### src/rtl/irq_pair_pkg.sv
package irq_pair_pkg;

    localparam int REG_W     = 16;
    localparam int CTRL_W    = 4;
    localparam int NUM_SRC   = 3;
    localparam int PEND_BASE = CTRL_W;
    localparam int BUSY_POS  = PEND_BASE + 2 * NUM_SRC;
    localparam int PAD_LO    = BUSY_POS + 1;
    localparam int PAD_W     = REG_W - PAD_LO;

    localparam logic [CTRL_W-1:0] CTRL_RESET_VAL = 4'b0100;

    typedef struct packed {
        logic [CTRL_W-1:0] ctrl;
        logic              pad_err;
    } ctl_state_t;

    typedef struct packed {
        logic pend;
        logic mask;
    } pair_state_t;

endpackage

### src/rtl/irq_pair_cell.sv
module irq_pair_cell (
    input  logic clk,
    input  logic rst_n,
    input  logic set_i,
    input  logic wr_en,
    input  logic wr_pend,
    input  logic wr_mask,
    output logic pend_q,
    output logic mask_q
);
    import irq_pair_pkg::*;

    pair_state_t st_d, st_q;

    always_comb begin
        st_d = st_q;
        if (wr_en) begin
            st_d.mask = wr_mask;
            if (wr_pend) st_d.pend = 1'b0;
        end
        if (set_i) st_d.pend = 1'b1;
    end

    always_ff @(posedge clk or negedge rst_n) begin
        if (!rst_n) st_q <= '0;
        else        st_q <= st_d;
    end

    assign pend_q = st_q.pend;
    assign mask_q = st_q.mask;

    a_r4_set_pends: assert property (@(posedge clk) disable iff (!rst_n)
        set_i |=> pend_q);
    a_r3_clear_w1: assert property (@(posedge clk) disable iff (!rst_n)
        (wr_en && wr_pend && !set_i) |=> !pend_q);
    a_r3_zero_keeps: assert property (@(posedge clk) disable iff (!rst_n)
        (!set_i && !(wr_en && wr_pend)) |=> $stable(pend_q));
    a_r2_mask_load: assert property (@(posedge clk) disable iff (!rst_n)
        wr_en |=> (mask_q == $past(wr_mask)));
endmodule

### src/rtl/irq_pair_ctl.sv
module irq_pair_ctl (
    input  logic                         clk,
    input  logic                         rst_n,
    input  logic                         wr_en,
    input  logic [irq_pair_pkg::CTRL_W-1:0] wr_ctrl,
    input  logic [irq_pair_pkg::PAD_W-1:0]  wr_pad,
    output logic [irq_pair_pkg::CTRL_W-1:0] ctrl_q,
    output logic                         pad_err_q
);
    import irq_pair_pkg::*;

    ctl_state_t st_d, st_q;

    always_comb begin
        st_d         = st_q;
        st_d.pad_err = wr_en && (wr_pad != '0);
        if (wr_en) st_d.ctrl = wr_ctrl;
    end

    always_ff @(posedge clk or negedge rst_n) begin
        if (!rst_n) begin
            st_q.ctrl    <= CTRL_RESET_VAL;
            st_q.pad_err <= 1'b0;
        end else begin
            st_q <= st_d;
        end
    end

    assign ctrl_q    = st_q.ctrl;
    assign pad_err_q = st_q.pad_err;

    a_r8_pad_flag: assert property (@(posedge clk) disable iff (!rst_n)
        pad_err_q |-> $past(wr_en));
    a_r2_ctrl_hold: assert property (@(posedge clk) disable iff (!rst_n)
        !wr_en |=> $stable(ctrl_q));
endmodule

### src/rtl/irq_pair_reg.sv
module irq_pair_reg (
    input  logic        clk,
    input  logic        rst_n,
    input  logic        wr_en,
    input  logic [15:0] wr_data,
    output logic [15:0] rd_data,
    input  logic [2:0]  src_set,
    input  logic        dma_busy,
    output logic        host_irq,
    output logic        pad_err
);
    import irq_pair_pkg::*;

    logic [CTRL_W-1:0]  ctrl_q;
    logic [NUM_SRC-1:0] pend_q, mask_q;
    logic [REG_W-1:0]   word;
    logic [REG_W-1:0]   pend_sel;

    irq_pair_ctl u_ctl (
        .clk      (clk),
        .rst_n    (rst_n),
        .wr_en    (wr_en),
        .wr_ctrl  (wr_data[CTRL_W-1:0]),
        .wr_pad   (wr_data[REG_W-1:PAD_LO]),
        .ctrl_q   (ctrl_q),
        .pad_err_q(pad_err)
    );

    for (genvar i = 0; i < NUM_SRC; i++) begin : g_src
        irq_pair_cell u_cell (
            .clk    (clk),
            .rst_n  (rst_n),
            .set_i  (src_set[i]),
            .wr_en  (wr_en),
            .wr_pend(wr_data[PEND_BASE + 2*i]),
            .wr_mask(wr_data[PEND_BASE + 2*i + 1]),
            .pend_q (pend_q[i]),
            .mask_q (mask_q[i])
        );
    end

    always_comb begin
        word = '0;
        word[CTRL_W-1:0] = ctrl_q;
        for (int i = 0; i < NUM_SRC; i++) begin
            word[PEND_BASE + 2*i]     = pend_q[i];
            word[PEND_BASE + 2*i + 1] = mask_q[i];
        end
        word[BUSY_POS] = dma_busy;
    end

    always_comb begin
        pend_sel = '0;
        for (int i = 0; i < NUM_SRC; i++) pend_sel[PEND_BASE + 2*i] = 1'b1;
    end

    assign rd_data  = word;
    assign host_irq = |((word >> 1) & word & pend_sel);

    a_r8_pad_zero: assert property (@(posedge clk) disable iff (!rst_n)
        rd_data[REG_W-1:PAD_LO] == '0);
    a_r6_irq_cause: assert property (@(posedge clk) disable iff (!rst_n)
        host_irq |-> ((pend_q & mask_q) != '0));
    a_r6_irq_rise: assert property (@(posedge clk) disable iff (!rst_n)
        $rose(host_irq) |-> $past(wr_en || (src_set != '0)));
endmodule

### config.mk
export PLATFORM = sky130hd
export DESIGN_NAME = irq_pair_reg
export DESIGN_NICKNAME = d
export VERILOG_FILES = /design/src/rtl/irq_pair_pkg.sv /design/src/rtl/irq_pair_cell.sv /design/src/rtl/irq_pair_ctl.sv /design/src/rtl/irq_pair_reg.sv
export SDC_FILE = /design/constraint.sdc
export NUM_CORES = 1
export LEC_CHECK = 0
export BUFFER_PORTS_ARGS = -buffer_cell sky130_fd_sc_hd__buf_2
export CELL_PAD_IN_SITES_DETAIL_PLACEMENT = 1
export CELL_PAD_IN_SITES_GLOBAL_PLACEMENT = 1
export CORE_MARGIN = 8
export CORE_UTILIZATION = 27
export DETAILED_ROUTE_END_ITERATION = 8
export GPL_TIMING_DRIVEN = 0
export HOLD_SLACK_MARGIN = 0.05
export PLACE_DENSITY_LB_ADDON = 0.25
export SYNTH_ARGS = -nofsm -noshare
export SYNTH_HDL_FRONTEND = slang
export SYNTH_HIERARCHICAL = 1
export SYNTH_SLANG_ARGS = --single-unit
### constraint.sdc
create_clock -name clk -period 1.8 [get_ports clk]
set_input_delay 0 -clock clk [delete_from_list [all_inputs] [get_ports clk]]
set_output_delay 0 -clock clk [all_outputs]
set_load 0.01 [all_outputs]
# ---- Word-level counts from Yosys, hierarchy flattened
# Index checks and enable logic that the tools add are counted.
dict set report op_classes {
  n_mux 9
  bitwise 1
  n_reduce_logical 12
}
# op count
set ops {}
lappend ops {{nonzero test 2 bit} 6}
lappend ops {{AND 9 bit} 1}
lappend ops {{2-to-1 mux 1 bit} 6}
lappend ops {{2-to-1 mux 2 bit} 3}
lappend ops {{AND reduction 2 bit} 3}
lappend ops {{nonzero test 5 bit} 1}
lappend ops {{OR reduction 3 bit} 1}
lappend ops {{logical AND 1 bit} 1}
dict set report totals {
  regBits 11
  out_inout_bits 18
}

# ---- Logic depth before layout (Yosys ltp)
# Gate-level depths: netlist (run 1).
dict set report depth {
  depth_word 3
  mapped_depth 2
  mapped_depth_nobuf 2
}

# ---- Modules after synthesis
# Netlist (run 1), hierarchy kept.
# mod n_inst cells_each area_per_inst_um2 seq_area_each_um2
set modules_own_cells {}
lappend modules_own_cells {irq_pair_cell 3 5 76.3 50.0}
lappend modules_own_cells {irq_pair_ctl 1 11 186.4 126.4}
lappend modules_own_cells {irq_pair_reg 1 9 62.6 0.0}

# ---- Worst setup path before layout (run 1)
# OpenSTA, ideal clock, no wires.
dict set report synth_timing {
  path_kind {reg-to-output}
  startpoint {register g_src[0].u_cell.st_q (netlist bit g_src[0].u_cell/mask_q)}
  endpoint {output port host_irq}
  t_arrival_ns 0.839
  required_time_ns 1.800
  path_slack_ns 0.961
  path_stages_with_launch 3
  n_path_buf 0
  cell_sequence {dfrtp_1 > a222oi_1 > inv_1}
}
dict set report synth_via {
  elab_chain_cells 2
}
# item line_no
set synth_lines {}
lappend synth_lines {{start, declared} irq_pair_cell.sv:13} ;# pair_state_t st_d, st_q;
lappend synth_lines {{start signal, assigned} irq_pair_cell.sv:26} ;# else st_q <= st_d;
lappend synth_lines {{AND 9 bit} irq_pair_reg.sv:58} ;# assign host_irq = |((word >> 1) & word & pend_sel);
lappend synth_lines {{OR reduction 3 bit} irq_pair_reg.sv:58}
lappend synth_lines {{end, declared} irq_pair_reg.sv:9} ;# output logic host_irq,
# No other way between the ends.

==> results of run 1 <==
==> cell type report <==
cell class	instances	share of cell area
Sequential cell	11	0.319
Tap cell	17	0.0246
Inverter	1	0.00434
Multi-Input combinational cell	21	0.194
Timing Repair Buffer	49	0.376
Clock buffer	4	0.0303
Buffer	6	0.0520
==> registers in the layout, indices dropped and copies added (netlist names) <==
register / count
u_ctl/ctrl_q: 4
g_src.u_cell/mask_q: 3
g_src.u_cell/pend_q: 3
u_ctl/pad_err_q: 1
==> Yosys cell counts <==
master    instances
dfrtp_1          10
buf_4             6
mux2_2            4
a21o_1            3
mux2_4            3
nand2_1           3
a222oi_1          1
conb_1            1
dfstp_2           1
inv_1             1
o21a_1            1
or4_1             1
==> cells by family (layout without fill, tap and decap cells) <==
| family | count (synthesis) | in the layout | share of synthesized area |
|---|---|---|---|
| other | 1 | 5 | 0.00785 |
| and+or+nand+nor | 4 | 4 | 0.0393 |
| DFF | 11 | 11 | 0.579 |
| muxes | 7 | 7 | 0.188 |
| AOI/OAI and AO/OA | 5 | 5 | 0.0838 |
| buffers and inverters | 7 | 60 | 0.102 |
==> worst max-delay path by stage <==
stage / start / to / slack, ps / cells past startpoint
finish: wr_data[12] / u_ctl/pad_err_q$_DFF_PN0_ / 550 / 4
global route: g_src[0].u_cell/mask_q$_DFFE_PN0P_ / host_irq / 510 / 3
CTS: g_src[0].u_cell/mask_q$_DFFE_PN0P_ / host_irq / 570 / 3
detailed placement: g_src[0].u_cell/mask_q$_DFFE_PN0P_ / host_irq / 880 / 3
global placement: g_src[0].u_cell/mask_q$_DFFE_PN0P_ / host_irq / 890 / 3
floorplan: g_src[0].u_cell/mask_q$_DFFE_PN0P_ / host_irq / 960 / 2
==> metrics by stage <==
step / cell area, um2 / util / std cells / setup slack, ps / hold WS (ps)
detailed placement: 679 / 0.402 / 89 / 877 / -116
global route: 866 / 0.513 / 109 / 513 / 145
floorplan: 493 / - / 39 / 961 / -296
global placement: 679 / 0.402 / 89 / 894 / -120
finish: 866 / 0.513 / 109 / 552 / 130
CTS: 866 / 0.513 / 109 / 573 / 124
==> per-layer routing <==
metal	GRT usage	part of all wire	routed length [um]	vias up
li1	-	-	-	225
met4	0.0105	0.017	28	0
met2	0.191	0.52	858	27
met3	0.0706	0.12	202	2
met1	0.0904	0.33	549	219
met5	0	0	0	-
==> power by group through the flow <==
stage               clock [mW]  sequential, mW  combinational (mW)
detailed placement           0           0.288               0.119
global route             0.191           0.288               0.161
CTS                      0.180           0.284               0.147
floorplan                    0           0.298              0.0466
global placement             0           0.288               0.117
finish                   0.169           0.283               0.148
==> flow_summary.ini, run 1 <==
[timing]
setup_viol = 0
setup_tns_ps = 0
rsz0062_at_grt = no
finClkSkew_ps = 0
final.min_clock_period_ps = 1250
hold_viol = 0
fin_crit_sh = 0.694
fmax_mhz = 801
drv_slew = 0

[synthesis]
synth_cell_types = 12
synth_cells = 35
netlist.area_leader.share = 0.524
synth_seq_cells = 11
ys_top_cells_by_area = dfrtp_1 52%, buf_4 9.4%, mux2_2 9.4%
synth.avg_cell_area_um2 = 13.7
ys_seq_area_frac = 0.579
synth_top_area_cell = dfrtp_1
netlist_area_um2 = 478
synth_warnings = 6

[clocking]
cts_resized = 0
clk_pin_slew_ps = 70
hold_buffers = 16
cts_buffer_depth = 2
cts.sink_count = 11
clk_latency_ps = 270
cts_made_buffers = 3
root_buffer = clkbuf_4
cts_tree = done
cts_setup_buffers = 0
htreeDepth = 1

[run_status]
status = completed

[power]
pwr-share-seq = 0.472
p_switching_uw = 156
combPwrFrac = 0.246
p_leak_nw = 0.440
ir_drop_uv = 437
sw_frac_of_total = 0.259
finalPower_uw = 600
clkPwrFrac = 0.282
p_per_area_mw_per_mm2 = 693
power.internal_uw = 445

[run]
cap_violations = 0

[drt]
firstDrtPassIters = 4
vias_per_cell = 4.34
drc = 0
ant_nets = 0
drt_wl_total_um = 1640
first_iter_violations = 9
post_drt_wl_per_cell_um = 15.0
num_vias = 473

[finish]
fillers = 199
drive_gt1_frac = 0.543
nets = 116
num_antenna_cells = 0
final_common_cell = buf_2
seqCellArea_um2 = 277
area_growth_pct = 81.2
final_cell_mix = 33 x buf_2, 16 x dlygate4sd3_1, 10 x dfrtp_1, 6 x buf_4, 5 x conb_1
multi_input_area_um2 = 168

[critical_path]
r2r_cells = 2
cp_common_cell = dlygate4sd3_1
startpoint_type = input pin
critPathMaxFanout = 1
required_ps = 1950
crit_chain = dlygate4sd3_1 > buf_2 > o21a_1 > dlygate4sd3_1
path_buf_inv = 3
critical-path-top-delay-family = buffers and inverters
slowest_stage = dlygate4sd3_1
crit-reg2reg-launch = g_src[1].u_cell/pend_q$_DFFE_PN0P_
worst-setup-path-type = in2reg
slowest_delay_ps = 550
crit_arrival_ps = 1400
worst_r2r_endpoint = g_src[1].u_cell/pend_q$_DFFE_PN0P_
reg2reg_slack_ps = 580
end_kind = flop

[floorplanning]
die_h_um = 58.1
initial_core_util = 0.283
die_width_um = 58.1
core-area_mm2 = 0.00169
dieArea_mm2 = 0.00337
io_pins = 41
num_rows = 15

[global_route]
grt_pass1_vias = 559
grt_overflow_total = 0
gr-usage-all-layers = 0.102
grt_first_pass_wirelength_um = 2680
grt_max_degree = 12
antenna_found_initial = 0

[placement]
place.gp.congestion = 0.637
dp_hpwl_um = 1120
io_buffers = 33

[worst_hold_path]
hold_class = in2async
(Power assumes the default switching activity.)
==> inputs of run 2 (changes only) <==
--- a/config.mk
+++ b/config.mk
@@ -5,11 +5,12 @@
 export SDC_FILE = /design/constraint.sdc
 export NUM_CORES = 1
 export LEC_CHECK = 0
+export ABC_AREA = 1
 export BUFFER_PORTS_ARGS = -buffer_cell sky130_fd_sc_hd__buf_2
 export CELL_PAD_IN_SITES_DETAIL_PLACEMENT = 1
 export CELL_PAD_IN_SITES_GLOBAL_PLACEMENT = 1
 export CORE_MARGIN = 8
-export CORE_UTILIZATION = 27
+export CORE_UTILIZATION = 25
 export DETAILED_ROUTE_END_ITERATION = 8
 export GPL_TIMING_DRIVEN = 0
 export HOLD_SLACK_MARGIN = 0.05
==> constraint.sdc (replaced) <==
create_clock -name clk -period 1.2 [get_ports clk]
set_input_delay 0 -clock clk [delete_from_list [all_inputs] [get_ports clk]]
set_output_delay 0 -clock clk [all_outputs]
set_load 0.01 [all_outputs]
==> run 2 against run 1 <==
Against the previous run: sequential share of layout area fell by 3.5 points; area after synthesis is 9.7% higher; setup slack got worse by 510 ps; total power grew 54%; global-route usage grew 0.16 points; largest power group unchanged; via count rose by 27%; highest routed layer unchanged; critical path depth down 1.
==> flow_summary.ini, run 2 <==
[critical_path]
crit_arrival_ps = 1310
slowest_delay_ps = 540
required_ps = 1350
critPathMaxFanout = 3
startpoint_type = flop
slowest_stage = dlygate4sd3_1
end_kind = flop
cp_common_cell = nand2_1
crit_chain = nand2_1 > nand2_1 > dlygate4sd3_1
worst-setup-path-type = reg2reg

[timing]
final.min_clock_period_ps = 1160
setup_viol = 0
drv_slew = 0
rsz0062_at_grt = no
setup_tns_ps = 0
hold_viol = 0
finClkSkew_ps = 0
fmax_mhz = 863
fin_crit_sh = 0.966

[synthesis]
ys_seq_area_frac = 0.527
synth_edf_count = 0
netlist_area_um2 = 524
ys_top_cells_by_area = dfrtp_1 48%, nand2_1 14%, buf_4 8.6%
synthFlopType = dfrtp_1
synth_cells = 62
synth.avg_cell_area_um2 = 8.46
synth_cell_types = 11
synth_seq_cells = 11
async_flop_share = 1.00
synth_top_area_cell = dfrtp_1
synth_warnings = 6
synth_common_cells = 20 x nand2_1, 12 x inv_1, 10 x dfrtp_1
netlist.area_leader.share = 0.477
synth.most_common_cell = nand2_1

[clocking]
cts_tree = done
cts_buffer_depth = 2
cts_made_buffers = 3
clk_latency_ps = 260
cts.sink_count = 11
root_buffer = clkbuf_4
cts_resized = 0
clk_pin_slew_ps = 70
htreeDepth = 1

[finish]
design_area_um2 = 971
seqCellArea_um2 = 277
largest_reg_flops = 4
final_cell_mix = 33 x buf_2, 20 x nand2_1, 19 x dlygate4sd3_1, 12 x inv_1, 10 x dfrtp_1
fillers = 266
final_common_cell = buf_2
multi_input_area_um2 = 161
nets = 148
num_antenna_cells = 0
utilization = 0.495
drive_gt1_frac = 0.411
area_growth_pct = 85.2
stdcell_count = 151

[placement]
place_area_um2 = 738
dp_hpwl_um = 1250
io_buffers = 33
place.gp.congestion = 0.647
dpl.cell_count = 126

[drt]
num_vias = 599
first_iter_violations = 5
drc = 0
firstDrtPassIters = 3
ant_nets = 0
post_drt_wl_per_cell_um = 12.6
vias_per_cell = 3.97
drt_wl_total_um = 1900

[power]
ir_drop_uv = 488
power.internal_uw = 659
sw_frac_of_total = 0.287
p_per_area_mw_per_mm2 = 951
clkPwrFrac = 0.280
pwr-share-seq = 0.454
combPwrFrac = 0.266
p_leak_nw = 0.543
p_switching_uw = 265

[floorplanning]
num_rows = 16
die_h_um = 61.8
io_pins = 41
initial_core_util = 0.267
core-area_mm2 = 0.00196
die_width_um = 61.8
dieArea_mm2 = 0.00382

[global_route]
grt_max_degree = 12
grt_first_pass_wirelength_um = 2770
gr-usage-all-layers = 0.104
grt_overflow_total = 0
grt_pass1_vias = 595
antenna_found_initial = 0

[run]
cap_violations = 0

[worst_hold_path]
hold_class = in2reg

[run_status]
status = completed
[run 2: cell count changes in the layout (fill, tap and decap cells not counted), moves of 2 or more]
cell,previous run,this run
o21ai_2,0,4
a21o_1,3,0
buf_4,6,8
mux2_2,4,0
nand2_1,3,20
nand3_1,0,2
inv_1,1,12
o21ai_1,0,3
dlygate4sd3_1,16,19
nor2_1,0,2
mux2_4,3,0
[run 2: final timing paths]
| check | start | to | slack (ps) | depth (start not counted) |
|---|---|---|---|---|
| max | g_src[0].u_cell/pend_q$_DFFE_PN0P_ | g_src[0].u_cell/pend_q$_DFFE_PN0P_ | 40 | 3 |
| max reg2reg | g_src[0].u_cell/pend_q$_DFFE_PN0P_ | g_src[0].u_cell/pend_q$_DFFE_PN0P_ | 40 | 3 |
| min in group asynchronous | rst_n | u_ctl/ctrl_q[1]$_DFFE_PN0P_ | 120 | 2 |
| min | wr_en | g_src[0].u_cell/mask_q$_DFFE_PN0P_ | 60 | 2 |
| max in group asynchronous | rst_n | u_ctl/ctrl_q[2]$_DFFE_PN1P_ | 810 | 2 |
| min reg2reg | u_ctl/ctrl_q[2]$_DFFE_PN1P_ | u_ctl/ctrl_q[2]$_DFFE_PN1P_ | 470 | 2 |
[run 2: area by class of cell]
type | instances | area share
Sequential cell | 11 | 0.285
Clock buffer | 3 | 0.0232
Buffer | 7 | 0.0580
Multi-Input combinational cell | 36 | 0.166
Clock inverter | 1 | 0.00515
Timing Repair Buffer | 54 | 0.381
Inverter | 12 | 0.0464
Tap cell | 27 | 0.0348
[run 2: cells by family after synthesis]
kind of cell | Yosys count | synth area share
AND/OR/NAND/NOR | 24 | 0.177
AO/OA/AOI/OAI | 7 | 0.0955
buffers and inverters | 19 | 0.193
flip-flops | 11 | 0.527
other | 1 | 0.00715
[run 2: through the flow]
stage          worst slack, ps  hold slack (ps)  total power, mW
2_1_floorplan              462             -296            0.521
3_3_place_gp               495             -114            0.608
3_5_place_dp               478             -112            0.614
4_1_cts                   24.4             51.5            0.925
5_1_grt                   13.6             70.5            0.979
6_report                  40.9             55.7            0.923
[run 2: timing repair]
action	4_1_cts	5_1_grt
setup buffers	0	2
hold endpoints to repair	22	1
endpoints found under the setup margin	0	2
hold buffers	19	1
[run 2: metal layers]
metal / vias up / part of all wire / track usage
li1: 296 / - / -
met1: 284 / 0.34 / 0.0949
met2: 17 / 0.58 / 0.196
met3: 2 / 0.069 / 0.0267
met4: 0 / 0.019 / 0.0682
met5: - / 0 / 0
[run 2: worst max-delay path: cells and delay by family (launching register included)]
| family | cells | cell delay [ps] |
|---|---|---|
| AND/OR/NAND/NOR | 2 | 110 |
| flip-flops | 1 | 390 |
| buffers and inverters | 1 | 540 |
[run 2: power groups by stage]
stage / Combinational [mW] / Sequential [mW] / Clock [mW]
3_3_place_gp: 0.182 / 0.427 / 0
5_1_grt: 0.271 / 0.424 / 0.285
3_5_place_dp: 0.187 / 0.428 / 0
6_report: 0.246 / 0.420 / 0.258
4_1_cts: 0.237 / 0.420 / 0.268
2_1_floorplan: 0.0794 / 0.442 / 0
